[src/rtl/btas_pkg.sv]
package btas_pkg;

    localparam int NREQ   = 2;
    localparam int IDX_W  = $clog2(NREQ);
    localparam int ADDR_W = 8;
    localparam int WORD_W = 32;
    localparam int BIT_W  = $clog2(WORD_W);

    typedef enum logic [1:0] {
        ST_IDLE,
        ST_TEST,
        ST_WRITE,
        ST_DONE
    } seq_state_e;

    typedef struct packed {
        logic [ADDR_W-1:0] addr;
        logic [BIT_W-1:0]  bitn;
        logic              locked;
    } op_t;

    function automatic logic [WORD_W-1:0] bit_onehot(input logic [BIT_W-1:0] b);
        return WORD_W'(1) << b;
    endfunction

endpackage

[src/rtl/btas_port_seq.sv]
module btas_port_seq
    import btas_pkg::*;
(
    input  logic              clk,
    input  logic              rst,
    input  logic              req,
    input  op_t               op_in,
    input  logic              grant,
    input  logic [WORD_W-1:0] mem_rdata,
    output logic              want_rd,
    output logic              want_wr,
    output logic [ADDR_W-1:0] cur_addr,
    output logic              cur_locked,
    output logic [WORD_W-1:0] wdata,
    output logic              ack,
    output logic              ack_was_set
);

    seq_state_e        state;
    op_t               op_q;
    logic [WORD_W-1:0] word_q;
    logic              prior_q;

    always_ff @(posedge clk) begin
        if (rst) begin
            state   <= ST_IDLE;
            op_q    <= '0;
            word_q  <= '0;
            prior_q <= 1'b0;
        end else begin
            unique case (state)
                ST_IDLE: begin
                    if (req && grant) begin
                        op_q  <= op_in;
                        state <= ST_TEST;
                    end
                end
                ST_TEST: begin
                    word_q  <= mem_rdata | bit_onehot(op_q.bitn);
                    prior_q <= mem_rdata[op_q.bitn];
                    state   <= ST_WRITE;
                end
                ST_WRITE: begin
                    if (grant) state <= ST_DONE;
                end
                ST_DONE: state <= ST_IDLE;
                default: state <= ST_IDLE;
            endcase
        end
    end

    // Before the read is granted the live request drives the address.
    assign cur_addr    = (state == ST_IDLE) ? op_in.addr   : op_q.addr;
    assign cur_locked  = (state == ST_IDLE) ? op_in.locked : op_q.locked;
    assign want_rd     = (state == ST_IDLE) && req;
    assign want_wr     = (state == ST_WRITE);
    assign wdata       = word_q;
    assign ack         = (state == ST_DONE);
    assign ack_was_set = prior_q;

endmodule

[src/rtl/btas_lock_ctl.sv]
module btas_lock_ctl
    import btas_pkg::*;
(
    input  logic             clk,
    input  logic             rst,
    input  logic [NREQ-1:0]  grant,
    input  logic [NREQ-1:0]  want_rd,
    input  logic [NREQ-1:0]  want_wr,
    input  logic [NREQ-1:0]  locked,
    output logic             lock_vld,
    output logic [IDX_W-1:0] lock_own
);

    logic             acquire;
    logic [IDX_W-1:0] acq_idx;
    logic             release_lk;

    always_comb begin
        acquire = 1'b0;
        acq_idx = '0;
        for (int i = 0; i < NREQ; i++) begin
            if (grant[i] && want_rd[i] && locked[i]) begin
                acquire = 1'b1;
                acq_idx = IDX_W'(i);
            end
        end
        release_lk = lock_vld && grant[lock_own] && want_wr[lock_own];
    end

    always_ff @(posedge clk) begin
        if (rst) begin
            lock_vld <= 1'b0;
            lock_own <= '0;
        end else if (acquire) begin
            lock_vld <= 1'b1;
            lock_own <= acq_idx;
        end else if (release_lk) begin
            lock_vld <= 1'b0;
        end
    end

endmodule

[src/rtl/btas_bus_arb.sv]
module btas_bus_arb
    import btas_pkg::*;
(
    input  logic             clk,
    input  logic             rst,
    input  logic [NREQ-1:0]  want_rd,
    input  logic [NREQ-1:0]  want_wr,
    input  logic             lock_vld,
    input  logic [IDX_W-1:0] lock_own,
    output logic [NREQ-1:0]  grant
);

    logic [NREQ-1:0] eligible;
    logic            favour_q;
    logic            conflict;

    for (genvar i = 0; i < NREQ; i++) begin : g_elig
        assign eligible[i] = want_wr[i] |
                             (want_rd[i] & (!lock_vld || lock_own == IDX_W'(i)));
    end

    assign conflict = &eligible;

    always_comb begin
        grant = eligible;
        if (conflict) begin
            grant           = '0;
            grant[favour_q] = 1'b1;
        end
    end

    always_ff @(posedge clk) begin
        if (rst)           favour_q <= 1'b0;
        else if (conflict) favour_q <= ~favour_q;
    end

endmodule

[src/rtl/btas_unit.sv]
module btas_unit
    import btas_pkg::*;
(
    input  logic                        clk,
    input  logic                        rst,
    input  logic [NREQ-1:0]             req_valid,
    input  logic [NREQ-1:0]             req_locked,
    input  logic [NREQ-1:0][ADDR_W-1:0] req_addr,
    input  logic [NREQ-1:0][BIT_W-1:0]  req_bit,
    output logic [NREQ-1:0]             ack,
    output logic [NREQ-1:0]             ack_was_set,
    output logic                        mem_en,
    output logic                        mem_wr,
    output logic [ADDR_W-1:0]           mem_addr,
    output logic [WORD_W-1:0]           mem_wdata,
    input  logic [WORD_W-1:0]           mem_rdata
);

    logic [NREQ-1:0]   grant;
    logic [NREQ-1:0]   want_rd;
    logic [NREQ-1:0]   want_wr;
    logic [NREQ-1:0]   locked_vec;
    logic [ADDR_W-1:0] cur_addr [NREQ];
    logic [WORD_W-1:0] wdata    [NREQ];
    logic              lock_vld;
    logic [IDX_W-1:0]  lock_own;

    for (genvar i = 0; i < NREQ; i++) begin : g_port
        op_t op_in;
        assign op_in = '{addr: req_addr[i], bitn: req_bit[i], locked: req_locked[i]};

        btas_port_seq u_seq (
            .clk         (clk),
            .rst         (rst),
            .req         (req_valid[i]),
            .op_in       (op_in),
            .grant       (grant[i]),
            .mem_rdata   (mem_rdata),
            .want_rd     (want_rd[i]),
            .want_wr     (want_wr[i]),
            .cur_addr    (cur_addr[i]),
            .cur_locked  (locked_vec[i]),
            .wdata       (wdata[i]),
            .ack         (ack[i]),
            .ack_was_set (ack_was_set[i])
        );
    end

    btas_lock_ctl u_lock (
        .clk      (clk),
        .rst      (rst),
        .grant    (grant),
        .want_rd  (want_rd),
        .want_wr  (want_wr),
        .locked   (locked_vec),
        .lock_vld (lock_vld),
        .lock_own (lock_own)
    );

    btas_bus_arb u_arb (
        .clk      (clk),
        .rst      (rst),
        .want_rd  (want_rd),
        .want_wr  (want_wr),
        .lock_vld (lock_vld),
        .lock_own (lock_own),
        .grant    (grant)
    );

    always_comb begin
        mem_en    = |grant;
        mem_wr    = |(grant & want_wr);
        mem_addr  = '0;
        mem_wdata = '0;
        for (int i = 0; i < NREQ; i++) begin
            if (grant[i]) begin
                mem_addr  = cur_addr[i];
                mem_wdata = wdata[i];
            end
        end
    end

endmodule

[config.mk]
export PLATFORM = sky130hd
export DESIGN_NAME = btas_unit
export DESIGN_NICKNAME = d
export VERILOG_FILES = /design/src/rtl/btas_pkg.sv /design/src/rtl/btas_port_seq.sv /design/src/rtl/btas_lock_ctl.sv /design/src/rtl/btas_bus_arb.sv /design/src/rtl/btas_unit.sv
export SDC_FILE = /design/constraint.sdc
export NUM_CORES = 1
export LEC_CHECK = 0
export BUFFER_PORTS_ARGS = -buffer_cell sky130_fd_sc_hd__buf_2
export CAP_MARGIN = 20
export CORE_ASPECT_RATIO = 0.75
export CORE_MARGIN = 1
export CORE_UTILIZATION = 29
export CTS_BUF_LIST = sky130_fd_sc_hd__clkbuf_8
export CTS_CLUSTER_SIZE = 30
export DETAILED_ROUTE_END_ITERATION = 8
export PLACE_DENSITY = 0.44
export SKIP_CTS_REPAIR_TIMING = 1
export SKIP_LAST_GASP = 1
export SLEW_MARGIN = 5
export SYNTH_ARGS = -nofsm -noshare
export SYNTH_HDL_FRONTEND = slang
export SYNTH_SLANG_ARGS = --single-unit
export TNS_END_PERCENT = 20
[constraint.sdc]
create_clock -name clk -period 2.5 [get_ports clk]
set_clock_uncertainty 0.15 [all_clocks]
set_input_delay 0.375 -clock clk [delete_from_list [all_inputs] [get_ports clk]]
set_output_delay 0.375 -clock clk [all_outputs]
set_load 0.01 [all_outputs]
# --- Word-level counts from Yosys, hierarchy flattened ---
# Cells that the tools add are included.
word_totals:
  out_inout_bits: 46
  memories: 0
  mem_bits_rw: 0
  romBits: 0
  elab_cells: 95
  regBits: 101
  latchBits: 0
op_classes:
  n_eq_ne: 10
  n_shift: 2
  n_div: 0
  n_reduce_logical: 24
  multipliers: 0
  bitwise_logic: 9
  magnitude_cmp: 5
  add_sub_neg: 0
  mux: 30
op_table:
  columns: ["cell", "count"]
  rows:
  - ["32-bit two-way mux", 2]
  - ["32-bit bitwise OR", 2]
  - ["1-bit by 5-bit << shifter with 32-bit output (first input constant)", 2]
  - ["8-bit two-way mux", 4]
  - ["2-bit case mux with 4 select lines", 2]
  - ["1-bit two-way mux", 14]
  - ["5-bit by 6-bit < comparator with 1-bit output (second input constant)", 2]
  - ["1-bit logical AND", 11]
  - ["1-bit binary-select mux with 5-bit select", 2]
  - ["2-bit two-way mux", 5]
  - ["2-bit AND reduction", 5]
  - ["2-bit equality test (second input constant)", 4]
  - ["2-bit by 1-bit equality test with 1-bit output (second input constant)", 2]
  - ["2-bit zero test", 2]
  - ["1-bit by 2-bit < comparator with 1-bit output (second input constant)", 2]
  - ["2-bit by 1-bit != test with 1-bit output (second input constant)", 2]
  - ["2-bit != test (second input constant)", 2]
  - ["2-bit OR reduction", 2]
  - ["1-bit AND", 2]
  - ["2-bit AND", 1]
  - ["1-bit logical OR", 2]
  - ["1-bit inverter", 2]
  - ["1-bit bitwise OR", 2]
  - ["2-bit nonzero test", 1]
  - ["3 further kinds", 3]

# --- Logic depth before layout (Yosys ltp) ---
# Gate-level depths: netlist (run 1).
logic_depth:
  ltp_word: 12
  ltp_mapped: 8
  depth_no_buf: 7

# --- Modules after synthesis ---
# Synthesis (run 1) repeated with hierarchy kept, for this count alone.
unflattened:
  cells_unflattened: 699
  hier_area_um2: 5510.3
by_module_without_submodules:
  columns: ["mod", "n_inst", "cells_each", "area_each_um2", "seq_area_each_um2"]
  rows:
  - ["btas_port_seq", 2, 310, 2446.1, 980.9]
  - ["btas_unit", 1, 56, 451.7, 0.0]
  - ["btas_lock_ctl", 1, 11, 90.1, 40.0]
  - ["btas_bus_arb", 1, 12, 76.3, 20.0]

# --- Worst setup path after synthesis (run 1) ---
# No wires, ideal clock.
synth_timing:
  path_type: "register to output"
  start: "register g_port[0].u_seq.state[0]"
  end: "output port mem_wdata[10]"
  path_buffers: 2
  arrival_time_ns: 1.726
  stages_incl_launch_ff: 9
  required_ns: 1.975
  setup_slack_ns: 0.249
  path_cell_list: "dfxtp_1 > inv_1 > ha_1 > a31o_1 > clkbuf_1 > a21oi_1 > buf_2 > nand2_1 > nand2_1"
synth_between:
  elab_chain_len: 8
  elab_cells_between_ends: 9
synth_lines:
  columns: ["item", "line_no", "text"]
  rows:
  - ["start: declaration", "btas_port_seq.sv:19", "seq_state_e state;"]
  - ["start signal: assignment", "btas_port_seq.sv:26", "state <= ST_IDLE;"]
  - ["start signal: assignment", "btas_port_seq.sv:35", "state <= ST_TEST;"]
  - ["start signal: assignment", "btas_port_seq.sv:41", "state <= ST_WRITE;"]
  - ["2-bit zero test", "btas_port_seq.sv:55", "assign want_rd = (state == ST_IDLE) && req;"]
  - ["1-bit logical AND", "btas_port_seq.sv:55", null]
  - ["1-bit AND", "btas_bus_arb.sv:19", "(want_rd[i] & (!lock_vld || lock_own == IDX_W'(i)));"]
  - ["1-bit bitwise OR *", "btas_bus_arb.sv:18", "assign eligible[i] = want_wr[i] |"]
  - ["2-bit AND reduction", "btas_bus_arb.sv:22", "assign conflict = &eligible;"]
  - ["2-bit two-way mux *", "btas_bus_arb.sv:26", "if (conflict) begin"]
  - ["32-bit two-way mux", "btas_unit.sv:76", "if (grant[i]) begin"]
  - ["32-bit two-way mux *", "btas_unit.sv:76", null]
  - ["end: declaration", "btas_unit.sv:15", "output logic [WORD_W-1:0] mem_wdata,"]
# Every way passes the cells marked *; elsewhere a longest branch is shown, timed or not.

# --- Worst setup path in the final report (run 1) ---
layout_timing:
  start: "register g_port[0].u_seq.state[0]"
  end: "output port mem_addr[5]"
layout_between:
  elab_chain_len: 8
  elab_cells_between_ends: 10
layout_lines:
  columns: ["item", "line_no", "text"]
  rows:
  - ["2-bit zero test", "btas_port_seq.sv:53, btas_port_seq.sv:55", null]
  - ["1-bit logical AND", "btas_port_seq.sv:55", null]
  - ["1-bit AND", "btas_bus_arb.sv:19", null]
  - ["1-bit bitwise OR", "btas_bus_arb.sv:18", null]
  - ["2-bit AND reduction", "btas_bus_arb.sv:22", null]
  - ["2-bit two-way mux", "btas_bus_arb.sv:26", null]
  - ["8-bit two-way mux", "btas_unit.sv:76", null]
  - ["8-bit two-way mux *", "btas_unit.sv:76", null]
  - ["end: declaration", "btas_unit.sv:14", "output logic [ADDR_W-1:0] mem_addr,"]
# Marks and branches as above.

==> summary.log, run 1 <==
[synthesis] top flip-flop cell by instance count after synthesis sky130_fd_sc_hd__dfxtp_1
[clock_network] clock insertion delay at the later pin of the skew report 0.38 ns
[synthesis] async set-or-reset flop fraction in the synthesized netlist 0
[critical_path] Arrival @ worst endpoint 2.05 ns
[critical_path] category of the worst setup path capture point output pin
[routing] total wire length 19450 um
[critical_path] series of cell instances along the critical path inv_6, ha_4, buf_6, a31oi_4, o21ai_4, buf_12, buf_12, o22ai_1, buf_2
[clock_network] clock sink count 99
[outcome] violations in the final reports negative setup slack
[cells_and_area] proportion of layout cells with a drive suffix above 1 0.2628
[worst_hold_path] hold path depth 3
[floorplan] initial core utilization 0.3006
[synthesis] Seq/Total Area, Yosys 0.3522
[floorplan] standard-cell rows 43
[global_route] Tot GR Track Use 0.1869
[critical_path] largest incremental delay on the critical path 0.38 ns
[sta] count of final setup violators 39
[clock_network] root buffer selected by CTS sky130_fd_sc_hd__clkbuf_8
[sta] final critical-path share of the clock period 1.030
[sta] number of pins with negative max-slew slack in the final report 0
[sta] setup_tns -1.536 ns
[synthesis] Synthesized Nets 810
[floorplan] Die Wd 162.9 um
[synthesis] instance count of the mapped netlist 736
[clock_network] clock buffer count from CTS 9
[routing] number of vias per cell 5.094
[routing] number of nets with antenna violations after detailed routing 0
[critical_path] Top Family by Delay on Critical Path buffers and inverters
[routing] first-pass iteration count of the detailed router 5
[global_route] first-pass GRT wire length 28330 um
[critical_path] Critical Path Fanout Max 9
[synthesis] most area-hungry cell type in the Yosys netlist sky130_fd_sc_hd__dfxtp_1
[worst_hold_path] path category of the worst min-delay check input port to flop
[sta] transition time at the pin with the least slew margin 1.048 ns
[critical_path] Critical Path RT 1.98 ns
[routing] wire length per cell after detailed routing 17.91 um
[critical_path] buffers and inverters on the worst path 5
[synthesis] dominant cell by count in the synthesized netlist sky130_fd_sc_hd__nor2_1
[outcome] status finished with violations
[sta] top achievable clock speed 388.4 MHz
[global_route] number of antenna violations at the first check in global routing 3
[floorplan] I/O pin count 110
[critical_path] number of stages on the worst setup path 9
[sta] Min Clock Period, post-route 2.575 ns
[place] DPL Wire Length 13220 um
[critical_path] crit path max-delay cell type sky130_fd_sc_hd__dfxtp_4
[sta] Final Hold Viols 0
[global_route] Overflow after GRT 0
[cells_and_area] Filler cells 2018
[routing] starting DRC count in detailed routing 427
[critical_path] Setup crit start kind flop
[synthesis] count of flip-flops with a built-in enable after synthesis 0
[sta] unrepaired setup endpoints after global routing yes
[place] Final GP Congestion 0.8665
[sta] worst-case hold slack 0.07195 ns
[pwr] static leakage 0.002982 uW
[pwr] pwr/cell area 1085 mW/mm^2
[clock_network] level count of the clock H-tree 3
[floorplan] die height 122.6 um
[cells_and_area] footprint of the multi-input gates 0.003573 mm^2
[routing] number of vias in the routed layout 5532
[pwr] Max IR drop VDD 560.8 uV
[routing] remaining design rule violation count 0
[synthesis] flop and latch count out of synthesis 99
[clock_network] CTS tree yes
[global_route] pin count of the biggest net entering global routing 41
[synthesis] cell types occupying the most area after synthesis sky130_fd_sc_hd__dfxtp_1 (35%), sky130_fd_sc_hd__nor2_1 (15%), sky130_fd_sc_hd__mux2i_1 (14%), sky130_fd_sc_hd__a211oi_1 (8.3%), sky130_fd_sc_hd__nand2_1 (5.5%)
[sta] post-route setup slack -0.07482 ns
[place] IO buf count 109
[sta] Slew headroom 0.2994
[floorplan] Core Area 0.01872 mm^2
[synthesis] number of synthesis warnings 0
[critical_path] r2r worst-path depth 7
[critical_path] Crit Path Category flop to output pin
[run] number of maximum-capacitance constraint violations 0
[cells_and_area] Area Growth Syn to Fin 27.26%
[clock_network] CTS max path bufs 2
[synthesis] Synth Cell Area 0.005628 mm^2
[synthesis] count of cell types in the netlist 38
[synthesis] most frequent cells after synthesis sky130_fd_sc_hd__nor2_1 (222), sky130_fd_sc_hd__dfxtp_1 (99), sky130_fd_sc_hd__nand2_1 (83)
[floorplan] Total Die Area 0.01997 mm^2
[clock_network] clock transition time at the flip-flop clock pins of the worst setup and hold paths 0.10 ns
[synthesis] fraction of synthesized cell area taken by the top area cell type 0.3522
[critical_path] Worst path most repeated cell sky130_fd_sc_hd__buf_12
[cells_and_area] register area 0.001993 mm^2
[synthesis] synthesized area per cell 7.647 um^2
[global_route] via count of the first global-routing pass 5079
[cells_and_area] Total Nets Final 907
cell families after synthesis:
| family | Yosys count | synth area share |
|---|---|---|
| simple gates | 371 | 0.2683 |
| fa+ha+maj | 10 | 0.02223 |
| mux | 84 | 0.1672 |
| flops | 99 | 0.3522 |
| buf+inv | 69 | 0.05425 |
| compound gates | 103 | 0.1358 |
layer usage:
layer / routed length [um] / track usage / vias up
met5: 10 / 0 / -
met4: 77 / 0.03388 / 2
met3: 1073 / 0.04630 / 10
met2: 8343 / 0.2729 / 154
met1: 9949 / 0.2760 / 2652
li1: - / - / 2714
sequential cells by signal (all words and copies together), names as in the netlist:
name	flops
g_port.u_seq.state	4
g_port.u_seq.op_q	26
u_arb.favour_q	1
g_port.u_seq.wdata	64
u_lock.lock_vld	1
u_lock.lock_own	1
g_port.u_seq.ack_was_set	2
worst paths after layout:
kind,start,endpoint,slack (ns)
min,req_bit[3],g_port[0].u_seq.op_q[4],0.07
max reg2reg,g_port[0].u_seq.state[1],g_port[1].u_seq.op_q[12],0.19
min reg2reg,g_port[1].u_seq.wdata[27],g_port[1].u_seq.wdata[27],0.34
max,g_port[0].u_seq.state[0],mem_addr[5],-0.07
metrics by stage:
step | utilization | instance area, um^2 | std cells | power, uW | setup slack (ns)
2_1_floorplan | - | 5628 | 736 | 4746 | 0.2488
3_3_place_gp | 0.3446 | 6451 | 1054 | 5820 | 0.2322
3_5_place_dp | 0.3446 | 6451 | 1054 | 5878 | 0.1608
4_1_cts | 0.3549 | 6644 | 1069 | 6971 | -0.2931
5_1_grt | 0.3824 | 7159 | 1085 | 8317 | -0.1608
6_report | 0.3825 | 7162 | 1086 | 7773 | -0.07482
cell usage in the layout (no fill, tap or decap), types with 3 or more instances in the layout:
cell                        Yosys  layout
sky130_fd_sc_hd__mux2i_1       76      76
sky130_fd_sc_hd__o22ai_1        8       3
sky130_fd_sc_hd__buf_4          7      21
sky130_fd_sc_hd__ha_4           0       3
sky130_fd_sc_hd__o21ai_0        4       4
sky130_fd_sc_hd__inv_1          8       5
sky130_fd_sc_hd__buf_2          4     104
sky130_fd_sc_hd__nor2_1       222     222
sky130_fd_sc_hd__o21ai_1        6       5
sky130_fd_sc_hd__mux4_2         8       8
sky130_fd_sc_hd__ha_1          10       4
sky130_fd_sc_hd__o22ai_2        0       4
sky130_fd_sc_hd__nand3_2        0      18
sky130_fd_sc_hd__a211oi_1      62      62
sky130_fd_sc_hd__clkbuf_8       0      10
sky130_fd_sc_hd__buf_6          2       7
sky130_fd_sc_hd__ha_2           0       3
sky130_fd_sc_hd__dfxtp_2        0       3
sky130_fd_sc_hd__nand2b_1      13      13
sky130_fd_sc_hd__clkbuf_16      0       4
sky130_fd_sc_hd__nor2b_1        6       6
sky130_fd_sc_hd__buf_12         0       8
sky130_fd_sc_hd__a21oi_1        6       4
sky130_fd_sc_hd__dfxtp_1       99      94
sky130_fd_sc_hd__nand2_1       83      81
sky130_fd_sc_hd__nand3_1       40      22
sky130_fd_sc_hd__inv_2          1       3
power by group:
group	total [uW]	internal (uW)	leakage (uW)	switching, uW
Combinational	4220	1820	0.00207	2400
Sequential	2480	2110	0.000816	367
Clock	1080	482	0.0000995	595
final cells by class:
cell class | count | share of cell area
inverters | 9 | 0.005765
well taps | 247 | 0.04315
diodes | 2 | 0.0006988
multi-input cells | 568 | 0.4990
repair buffers | 146 | 0.1462
flip-flops and latches | 99 | 0.2783
clock buffers | 10 | 0.01922
clock inverters | 5 | 0.007687
worst register-to-register path, cell delays in order, from the launching register on:
cell and delay, ns:
sky130_fd_sc_hd__dfxtp_4 0.37, sky130_fd_sc_hd__inv_2 0.09, sky130_fd_sc_hd__ha_4 0.16, sky130_fd_sc_hd__a31oi_4 0.13, sky130_fd_sc_hd__buf_4 0.17, sky130_fd_sc_hd__o211ai_2 0.80
sky130_fd_sc_hd__mux2i_1 0.28, sky130_fd_sc_hd__nor2_1 0.06
(Power assumes the default switching activity.)
==> inputs of run 2 (changes only) <==
--- a/config.mk
+++ b/config.mk
@@ -14,6 +14,7 @@
 export CTS_CLUSTER_SIZE = 30
 export DETAILED_ROUTE_END_ITERATION = 8
 export PLACE_DENSITY = 0.44
+export RECOVER_POWER = 50
 export SKIP_CTS_REPAIR_TIMING = 1
 export SKIP_LAST_GASP = 1
 export SLEW_MARGIN = 5
==> run 2 against run 1 <==
Compared with the run above:
- sequential power hardly changed
- the flow still finishes with violations (negative setup slack)
- non-clock buffer count stayed put
- critical path type unchanged
- highest routed layer unchanged
- sequential cell count stayed put
- critical endpoint unchanged
- via count hardly changed
==> summary.log, run 2 (synthesis results as in run 1) <==
[sta] top achievable clock speed 388.5 MHz [about the same]
[pwr] share of power burned in registers 0.319 [about the same]
[global_route] number of antenna violations at the first check in global routing 3 [unchanged]
[global_route] Tot GR Track Use 0.1869 [unchanged]
[pwr] fraction of power consumed by the clock network 0.139 [about the same]
[pwr] Max IR drop VDD 560.7 uV [about the same]
[critical_path] buffers and inverters on the worst path 5 [unchanged]
[clock_network] CTS tree yes
[pwr] Final Power 7769 uW [about the same]
[cells_and_area] non-filler cells in the finished layout 1086 [unchanged]
[critical_path] source of the critical timing path g_port[0].u_seq.state[0]
[place] area of placed instances 0.006451 mm^2 [unchanged]
[critical_path] Critical Path Fanout Max 9 [unchanged]
[global_route] via count of the first global-routing pass 5079 [unchanged]
[critical_path] largest incremental delay on the critical path 0.38 ns [about the same]
[sta] number of pins with negative max-slew slack in the final report 0 [unchanged]
[sta] Min Clock Period, post-route 2.574 ns [-0.0005380 ns]
[floorplan] I/O pin count 110 [unchanged]
[critical_path] Critical path destination mem_addr[5]
[floorplan] Die Wd 162.9 um [unchanged]
[pwr] pwr/cell area 1085 mW/mm^2 [about the same]
[sta] Slew headroom 0.3026 [+0.003283]
[critical_path] Crit Path Category flop to output pin
[critical_path] Reg2Reg Capture Point g_port[1].u_seq.op_q[12]
[place] Cells after DPL 1054 [unchanged]
[cells_and_area] Total Nets Final 907 [unchanged]
[clock_network] level count of the clock H-tree 3 [unchanged]
[routing] starting DRC count in detailed routing 427 [unchanged]
[outcome] status finished with violations
[critical_path] Top Family by Delay on Critical Path buffers and inverters
[clock_network] clock insertion delay at the later pin of the skew report 0.38 ns [about the same]
[cells_and_area] Post-Route Utilization 0.3824 [about the same]
[global_route] first-pass GRT wire length 28330 um [unchanged]
[sta] count of final setup violators 40 [+2.6%]
[floorplan] standard-cell rows 43 [unchanged]
[floorplan] die height 122.6 um [unchanged]
[cells_and_area] leading cell type in the layout, fill and taps excluded sky130_fd_sc_hd__nor2_1
[routing] total wire length 19450 um [about the same]
[place] Final GP Congestion 0.8665 [unchanged]
[critical_path] r2r worst-path depth 7 [unchanged]
[pwr] cell internal pwr 4408 uW [about the same]
[sta] transition time at the pin with the least slew margin 1.043 ns [-0.004909 ns]
[clock_network] root buffer selected by CTS sky130_fd_sc_hd__clkbuf_8
[critical_path] category of the worst setup path capture point output pin
[sta] worst-case hold slack 0.07272 ns [+0.0007620 ns]
[critical_path] startpoint of the worst register-to-register path g_port[0].u_seq.state[1]
[sta] post-route setup slack -0.07428 ns [+0.0005380 ns]
[clock_network] CTS max path bufs 2 [unchanged]
[critical_path] Setup crit start kind flop
[routing] number of vias per cell 5.097 [about the same]
[cells_and_area] Area Growth Syn to Fin 27.21% [about the same]
[worst_hold_path] path category of the worst min-delay check input port to flop
[clock_network] clock sink count 99 [unchanged]
[clock_network] clock buffer count from CTS 9 [unchanged]
[pwr] net switching fraction of the power 0.4327 [about the same]
[cells_and_area] max FFs per register 64 [unchanged]
[sta] final critical-path share of the clock period 1.030 [about the same]
[critical_path] Critical Path RT 1.98 ns [about the same]
[cells_and_area] most used cells in the layout excluding fill and tap cells sky130_fd_sc_hd__nor2_1 (222), sky130_fd_sc_hd__buf_2 (102), sky130_fd_sc_hd__dfxtp_1 (94), sky130_fd_sc_hd__nand2_1 (81), sky130_fd_sc_hd__mux2i_1 (76)
[critical_path] Arrival @ worst endpoint 2.05 ns [about the same]
[run] number of maximum-capacitance constraint violations 0 [unchanged]
[critical_path] number of stages on the worst setup path 9 [unchanged]
[critical_path] Worst path most repeated cell sky130_fd_sc_hd__buf_12
[routing] wire length per cell after detailed routing 17.91 um [about the same]
[routing] first-pass iteration count of the detailed router 5 [unchanged]
[critical_path] flop2flop setup slack 0.20 ns [about the same]
[worst_hold_path] hold path depth 3 [unchanged]
[clock_network] clock transition time at the flip-flop clock pins of the worst setup and hold paths 0.10 ns [about the same]
[sta] Final Hold Viols 0 [unchanged]
[critical_path] crit path max-delay cell type sky130_fd_sc_hd__dfxtp_4
[cells_and_area] area of all placed cells without fillers 0.007159 mm^2 [about the same]
[critical_path] series of cell instances along the critical path inv_6, ha_4, buf_6, a31oi_4, o21ai_4, buf_12, buf_12, o22ai_1, buf_2
[pwr] Logic pwr share 0.543 [about the same]
[sta] unrepaired setup endpoints after global routing yes
[routing] number of vias in the routed layout 5535 [+0.054%]
[routing] remaining design rule violation count 0 [unchanged]
[place] DPL Wire Length 13220 um [unchanged]
[global_route] pin count of the biggest net entering global routing 41 [unchanged]
[routing] number of nets with antenna violations after detailed routing 0 [unchanged]
[cells_and_area] proportion of layout cells with a drive suffix above 1 0.2605 [-0.002389]
[outcome] violations in the final reports negative setup slack
[pwr] Sw Pwr 3362 uW [about the same]
[floorplan] Total Die Area 0.01997 mm^2 [unchanged]
[floorplan] initial core utilization 0.3006 [unchanged]
[global_route] Overflow after GRT 0 [unchanged]
[pwr] static leakage 0.002975 uW [-0.26%]
[cells_and_area] Filler cells 2019 [+0.050%]
[floorplan] Core Area 0.01872 mm^2 [unchanged]
[place] IO buf count 109 [unchanged]
==> run 2: cell types whose count changed in the layout (fill, tap and decap cells not counted) <==
cell,previous run,this run
sky130_fd_sc_hd__buf_2,104,102
sky130_fd_sc_hd__clkbuf_1,0,2
==> run 2: worst reg2reg max path, cell delays in order (launching register included) <==
cell	delay, ns
sky130_fd_sc_hd__dfxtp_4	0.37
sky130_fd_sc_hd__inv_2	0.09
sky130_fd_sc_hd__ha_4	0.16
sky130_fd_sc_hd__a31oi_4	0.13
sky130_fd_sc_hd__buf_4	0.17
sky130_fd_sc_hd__o211ai_2	0.80
sky130_fd_sc_hd__mux2i_1	0.27
sky130_fd_sc_hd__nor2_1	0.06
==> run 2: layout make-up <==
cell class              instances  area [um^2]  area share
well taps                     247        309.0     0.04317
multi-input cells             568         3573      0.4991
clock inverters                 5        55.05    0.007690
inverters                       9        41.29    0.005767
flip-flops and latches         99         1993      0.2784
repair buffers                146         1045      0.1459
diodes                          2        5.005   0.0006991
clock buffers                  10        137.6     0.01922
==> run 2: metal layers <==
metal | vias up | routed length [um] | GRT usage
met5 | - | 10 | 0
met4 | 2 | 77 | 0.03388
met3 | 10 | 1073 | 0.04630
met2 | 154 | 8345 | 0.2729
met1 | 2655 | 9946 | 0.2760
li1 | 2714 | - | -
==> run 2: metrics by stage <==
| stage | worst slack (ns) | TNS [ns] |
|---|---|---|
| floorplan | 0.2488 | 0 |
| global placement | 0.2322 | 0 |
| detailed placement | 0.1608 | 0 |
| CTS | -0.2931 | -9.122 |
| global route | -0.1608 | -5.595 |
| finish | -0.07428 | -1.566 |
==> run 2: worst min-delay path by stage <==
stage / startpoint / to / slack (ns)
finish: req_bit[3] / g_port[0].u_seq.op_q[4] / 0.07
global placement: g_port[1].u_seq.wdata[25] / g_port[1].u_seq.wdata[25] / 0.32
CTS: req_bit[1] / g_port[0].u_seq.op_q[2] / 0.05
global route: req_bit[3] / g_port[0].u_seq.op_q[4] / 0.06
detailed placement: g_port[0].u_seq.wdata[9] / g_port[0].u_seq.wdata[9] / 0.33
floorplan: g_port[0].u_seq.op_q[10] / g_port[0].u_seq.op_q[10] / 0.31
==> run 2: power by group through the flow <==
stage | clock network [uW] | logic [uW] | registers, uW
floorplan | 0 | 2400 | 2350
global placement | 0 | 3380 | 2440
detailed placement | 0 | 3410 | 2460
CTS | 1110 | 3430 | 2430
global route | 1170 | 4600 | 2550
finish | 1080 | 4220 | 2480
==> inputs of run 3 (changes only) <==
--- a/config.mk
+++ b/config.mk
@@ -7,13 +7,15 @@
 export LEC_CHECK = 0
 export BUFFER_PORTS_ARGS = -buffer_cell sky130_fd_sc_hd__buf_2
 export CAP_MARGIN = 20
+export CELL_PAD_IN_SITES_DETAIL_PLACEMENT = 1
+export CELL_PAD_IN_SITES_GLOBAL_PLACEMENT = 2
 export CORE_ASPECT_RATIO = 0.75
 export CORE_MARGIN = 1
 export CORE_UTILIZATION = 29
 export CTS_BUF_LIST = sky130_fd_sc_hd__clkbuf_8
 export CTS_CLUSTER_SIZE = 30
 export DETAILED_ROUTE_END_ITERATION = 8
-export PLACE_DENSITY = 0.44
+export PLACE_DENSITY = 0.71
 export RECOVER_POWER = 50
 export SKIP_CTS_REPAIR_TIMING = 1
 export SKIP_LAST_GASP = 1
==> run 3 against run 2 <==
Compared with the run above:
- the run still ends with negative setup slack left
- setup slack worse by 0.053 ns
- hold slack gained 0.0087 ns
- critical path depth is 1 higher
- register-to-register slack improved by 0.10 ns
- power increased by 1.6%
- global-route usage is 0.97 points higher
==> summary.log, run 3 (synthesis results as in run 1) <==
[floorplan] initial core utilization 0.3006 [unchanged]
[outcome] status finished with violations
[worst_hold_path] end point of the worst hold path g_port[1].u_seq.op_q[5]
[routing] highest routing layer actually used met4
[run] number of maximum-capacitance constraint violations 0 [unchanged]
[critical_path] buffers and inverters on the worst path 4 [-1]
[sta] Final Hold Viols 0 [unchanged]
[critical_path] Critical Path RT 1.98 ns [about the same]
[clock_network] root buffer selected by CTS sky130_fd_sc_hd__clkbuf_8
[critical_path] Top Family by Delay on Critical Path buffers and inverters
[critical_path] crit path max-delay cell type sky130_fd_sc_hd__dfxtp_2
[sta] count of final setup violators 35 [-13%]
[floorplan] standard-cell rows 43 [unchanged]
[pwr] pwr/cell area 1092 mW/mm^2 [+0.66%]
[pwr] static leakage 0.003080 uW [+3.6%]
[pwr] Max IR drop VDD 330.5 uV [-41%]
[worst_hold_path] startpoint of the most critical hold path req_bit[9]
[global_route] Tot GR Track Use 0.1966 [+0.009690]
[critical_path] Critical Path Fanout Max 8 [-1]
[critical_path] r2r worst-path depth 9 [+2]
[sta] post-route setup slack -0.1276 ns [-0.05332 ns]
[critical_path] largest incremental delay on the critical path 0.38 ns [about the same]
[critical_path] Reg2Reg Capture Point g_port[0].u_seq.op_q[3]
[sta] final critical-path share of the clock period 1.051 [+0.02133]
[place] Cells after DPL 1055 [+0.095%]
[critical_path] Arrival @ worst endpoint 2.10 ns [+0.05 ns]
[critical_path] startpoint of the worst register-to-register path g_port[1].u_seq.state[1]
[critical_path] Crit Path Category flop to output pin
[cells_and_area] most used cells in the layout excluding fill and tap cells sky130_fd_sc_hd__nor2_1 (222), sky130_fd_sc_hd__buf_2 (96), sky130_fd_sc_hd__dfxtp_1 (94), sky130_fd_sc_hd__mux2i_1 (76), sky130_fd_sc_hd__a211oi_1 (62)
[routing] number of vias per cell 5.052 [-0.89%]
[place] IO buf count 109 [unchanged]
[routing] number of nets with antenna violations after detailed routing 0 [unchanged]
[routing] first-pass iteration count of the detailed router 4 [-1]
[cells_and_area] proportion of layout cells with a drive suffix above 1 0.2738 [+0.01336]
[cells_and_area] Total Nets Final 912 [+0.55%]
[cells_and_area] Post-Route Utilization 0.3861 [+0.003676]
[routing] number of vias in the routed layout 5491 [-0.79%]
[global_route] pin count of the biggest net entering global routing 44 [+7.3%]
[critical_path] series of cell instances along the critical path inv_2, ha_4, and2_4, a21o_1, o21ai_4, buf_12, clkbuf_16, nand3_1, nand2_1, buf_2
[routing] remaining design rule violation count 0 [unchanged]
[sta] Slew headroom 0.4942 [+0.1916]
[cells_and_area] Area Growth Syn to Fin 28.43%
[floorplan] Total Die Area 0.01997 mm^2 [unchanged]
[sta] top achievable clock speed 380.6 MHz [-2.0%]
[cells_and_area] max FFs per register 64 [unchanged]
[routing] starting DRC count in detailed routing 229 [-46%]
[clock_network] clock sink count 99 [unchanged]
[clock_network] CTS tree yes
[global_route] Overflow after GRT 0 [unchanged]
[routing] wire length per cell after detailed routing 19.06 um [+6.4%]
[routing] length of routed wiring on met1 10630 um [+6.9%]
[sta] transition time at the pin with the least slew margin 0.7587 ns [-0.2843 ns]
[critical_path] Setup crit start kind flop
[routing] met3 layer wire length in the routed design 777 um [-28%]
[global_route] via count of the first global-routing pass 5350 [+5.3%]
[clock_network] clock buffer count from CTS 9 [unchanged]
[floorplan] Core Area 0.01872 mm^2 [unchanged]
[clock_network] level count of the clock H-tree 3 [unchanged]
[floorplan] I/O pin count 110 [unchanged]
[sta] Min Clock Period, post-route 2.628 ns [+0.05332 ns]
[cells_and_area] leading cell type in the layout, fill and taps excluded sky130_fd_sc_hd__nor2_1
[worst_hold_path] path category of the worst min-delay check input port to flop
[clock_network] clock transition time at the flip-flop clock pins of the worst setup and hold paths 0.10 ns [about the same]
[clock_network] CTS max path bufs 2 [unchanged]
[cells_and_area] Antenna diodes 0 [-2]
[sta] worst-case hold slack 0.08137 ns [+0.008651 ns]
[global_route] first-pass GRT wire length 29900 um [+5.6%]
[outcome] violations in the final reports negative setup slack
[place] Final GP Congestion 0.8171 [-5.7%]
[sta] number of pins with negative max-slew slack in the final report 0 [unchanged]
[sta] unrepaired setup endpoints after global routing yes
[global_route] number of antenna violations at the first check in global routing 0 [-3]
[worst_hold_path] hold path depth 3 [unchanged]
[critical_path] flop2flop setup slack 0.30 ns [+0.10 ns]
[routing] total wire length 20710 um [+6.5%]
[place] DPL Wire Length 14290 um [+8.1%]
[routing] wire length on met2 9024 um [+8.1%]
[floorplan] die height 122.6 um [unchanged]
[critical_path] category of the worst setup path capture point output pin
[floorplan] Die Wd 162.9 um [unchanged]
[clock_network] clock insertion delay at the later pin of the skew report 0.38 ns [about the same]
[cells_and_area] non-filler cells in the finished layout 1087 [+0.092%]
==> run 3: cell count changes in the layout (fill, tap and decap cells not counted), moves of 4 or more <==
| cell | previous run | this run |
|---|---|---|
| sky130_fd_sc_hd__nand3_1 | 22 | 35 |
| sky130_fd_sc_hd__nand2_1 | 81 | 55 |
| sky130_fd_sc_hd__nand3_2 | 18 | 5 |
| sky130_fd_sc_hd__nand2_4 | 0 | 8 |
| sky130_fd_sc_hd__buf_4 | 21 | 25 |
| sky130_fd_sc_hd__buf_2 | 102 | 96 |
| sky130_fd_sc_hd__o22ai_2 | 4 | 0 |
| sky130_fd_sc_hd__buf_6 | 7 | 13 |
| sky130_fd_sc_hd__o22ai_1 | 3 | 8 |
| sky130_fd_sc_hd__nand2_2 | 2 | 20 |
==> run 3: final cells by class <==
cell class                 count  area (um^2)
sequential                    99         1993
multi-input combinational    568         3573
inverter                       9        41.29
tap                          247        309.0
clock inverter                 4        45.04
fill                        2313        11490
clock buffer                   9        123.9
timing repair buffer         151         1142
==> run 3: where the power goes <==
group | total [uW] | leakage, uW | internal (uW) | switching, uW
combinational | 4380 | 0.00217 | 1920 | 2460
sequential | 2500 | 0.000816 | 2110 | 387
clock | 1020 | 0.0000906 | 442 | 578
total | 7900 | 0.00308 | 4470 | 3420
==> run 3: stage by stage <==
stage | setup TNS (ns) | setup slack, ns | total power (uW) | area [um^2]
floorplan | 0 | 0.2488 | 4746 | 5628
global placement | 0 | 0.1494 | 5861 | 6466
detailed placement | 0 | 0.04391 | 5972 | 6466
CTS | -13.39 | -0.3723 | 7008 | 6635
global route | -6.047 | -0.1877 | 8433 | 7228
finish | -2.651 | -0.1276 | 7896 | 7228
==> run 3: worst max path at each step <==
stage | start | end | slack [ns] | cells past startpoint
after floorplan | g_port[0].u_seq.state[0] | mem_wdata[10] | 0.25 | 8
after global placement | g_port[0].u_seq.state[0] | mem_wdata[21] | 0.15 | 8
after detailed placement | g_port[0].u_seq.state[0] | mem_wdata[3] | 0.04 | 8
after CTS | g_port[0].u_seq.state[0] | mem_wdata[3] | -0.37 | 8
after global routing | g_port[1].u_seq.state[1] | mem_wdata[17] | -0.19 | 10
final | g_port[1].u_seq.state[1] | mem_wdata[25] | -0.13 | 10
==> run 3: per-layer routing <==
layer | GRT usage | vias to the layer above
li1 | - | 2702
met1 | 0.2843 | 2674
met2 | 0.3008 | 100
met3 | 0.03312 | 15
met4 | 0.04907 | 0
met5 | 0 | -
==> run 3: worst reg2reg max path: stages (launching register included) <==
cell and delay [ns]:
sky130_fd_sc_hd__dfxtp_2 0.38, sky130_fd_sc_hd__inv_2 0.06, sky130_fd_sc_hd__ha_4 0.15, sky130_fd_sc_hd__and2_4 0.17, sky130_fd_sc_hd__a21o_1 0.22, sky130_fd_sc_hd__buf_4 0.18, sky130_fd_sc_hd__a211oi_4 0.28, sky130_fd_sc_hd__buf_12 0.20
sky130_fd_sc_hd__mux2i_1 0.24, sky130_fd_sc_hd__nor2_1 0.06
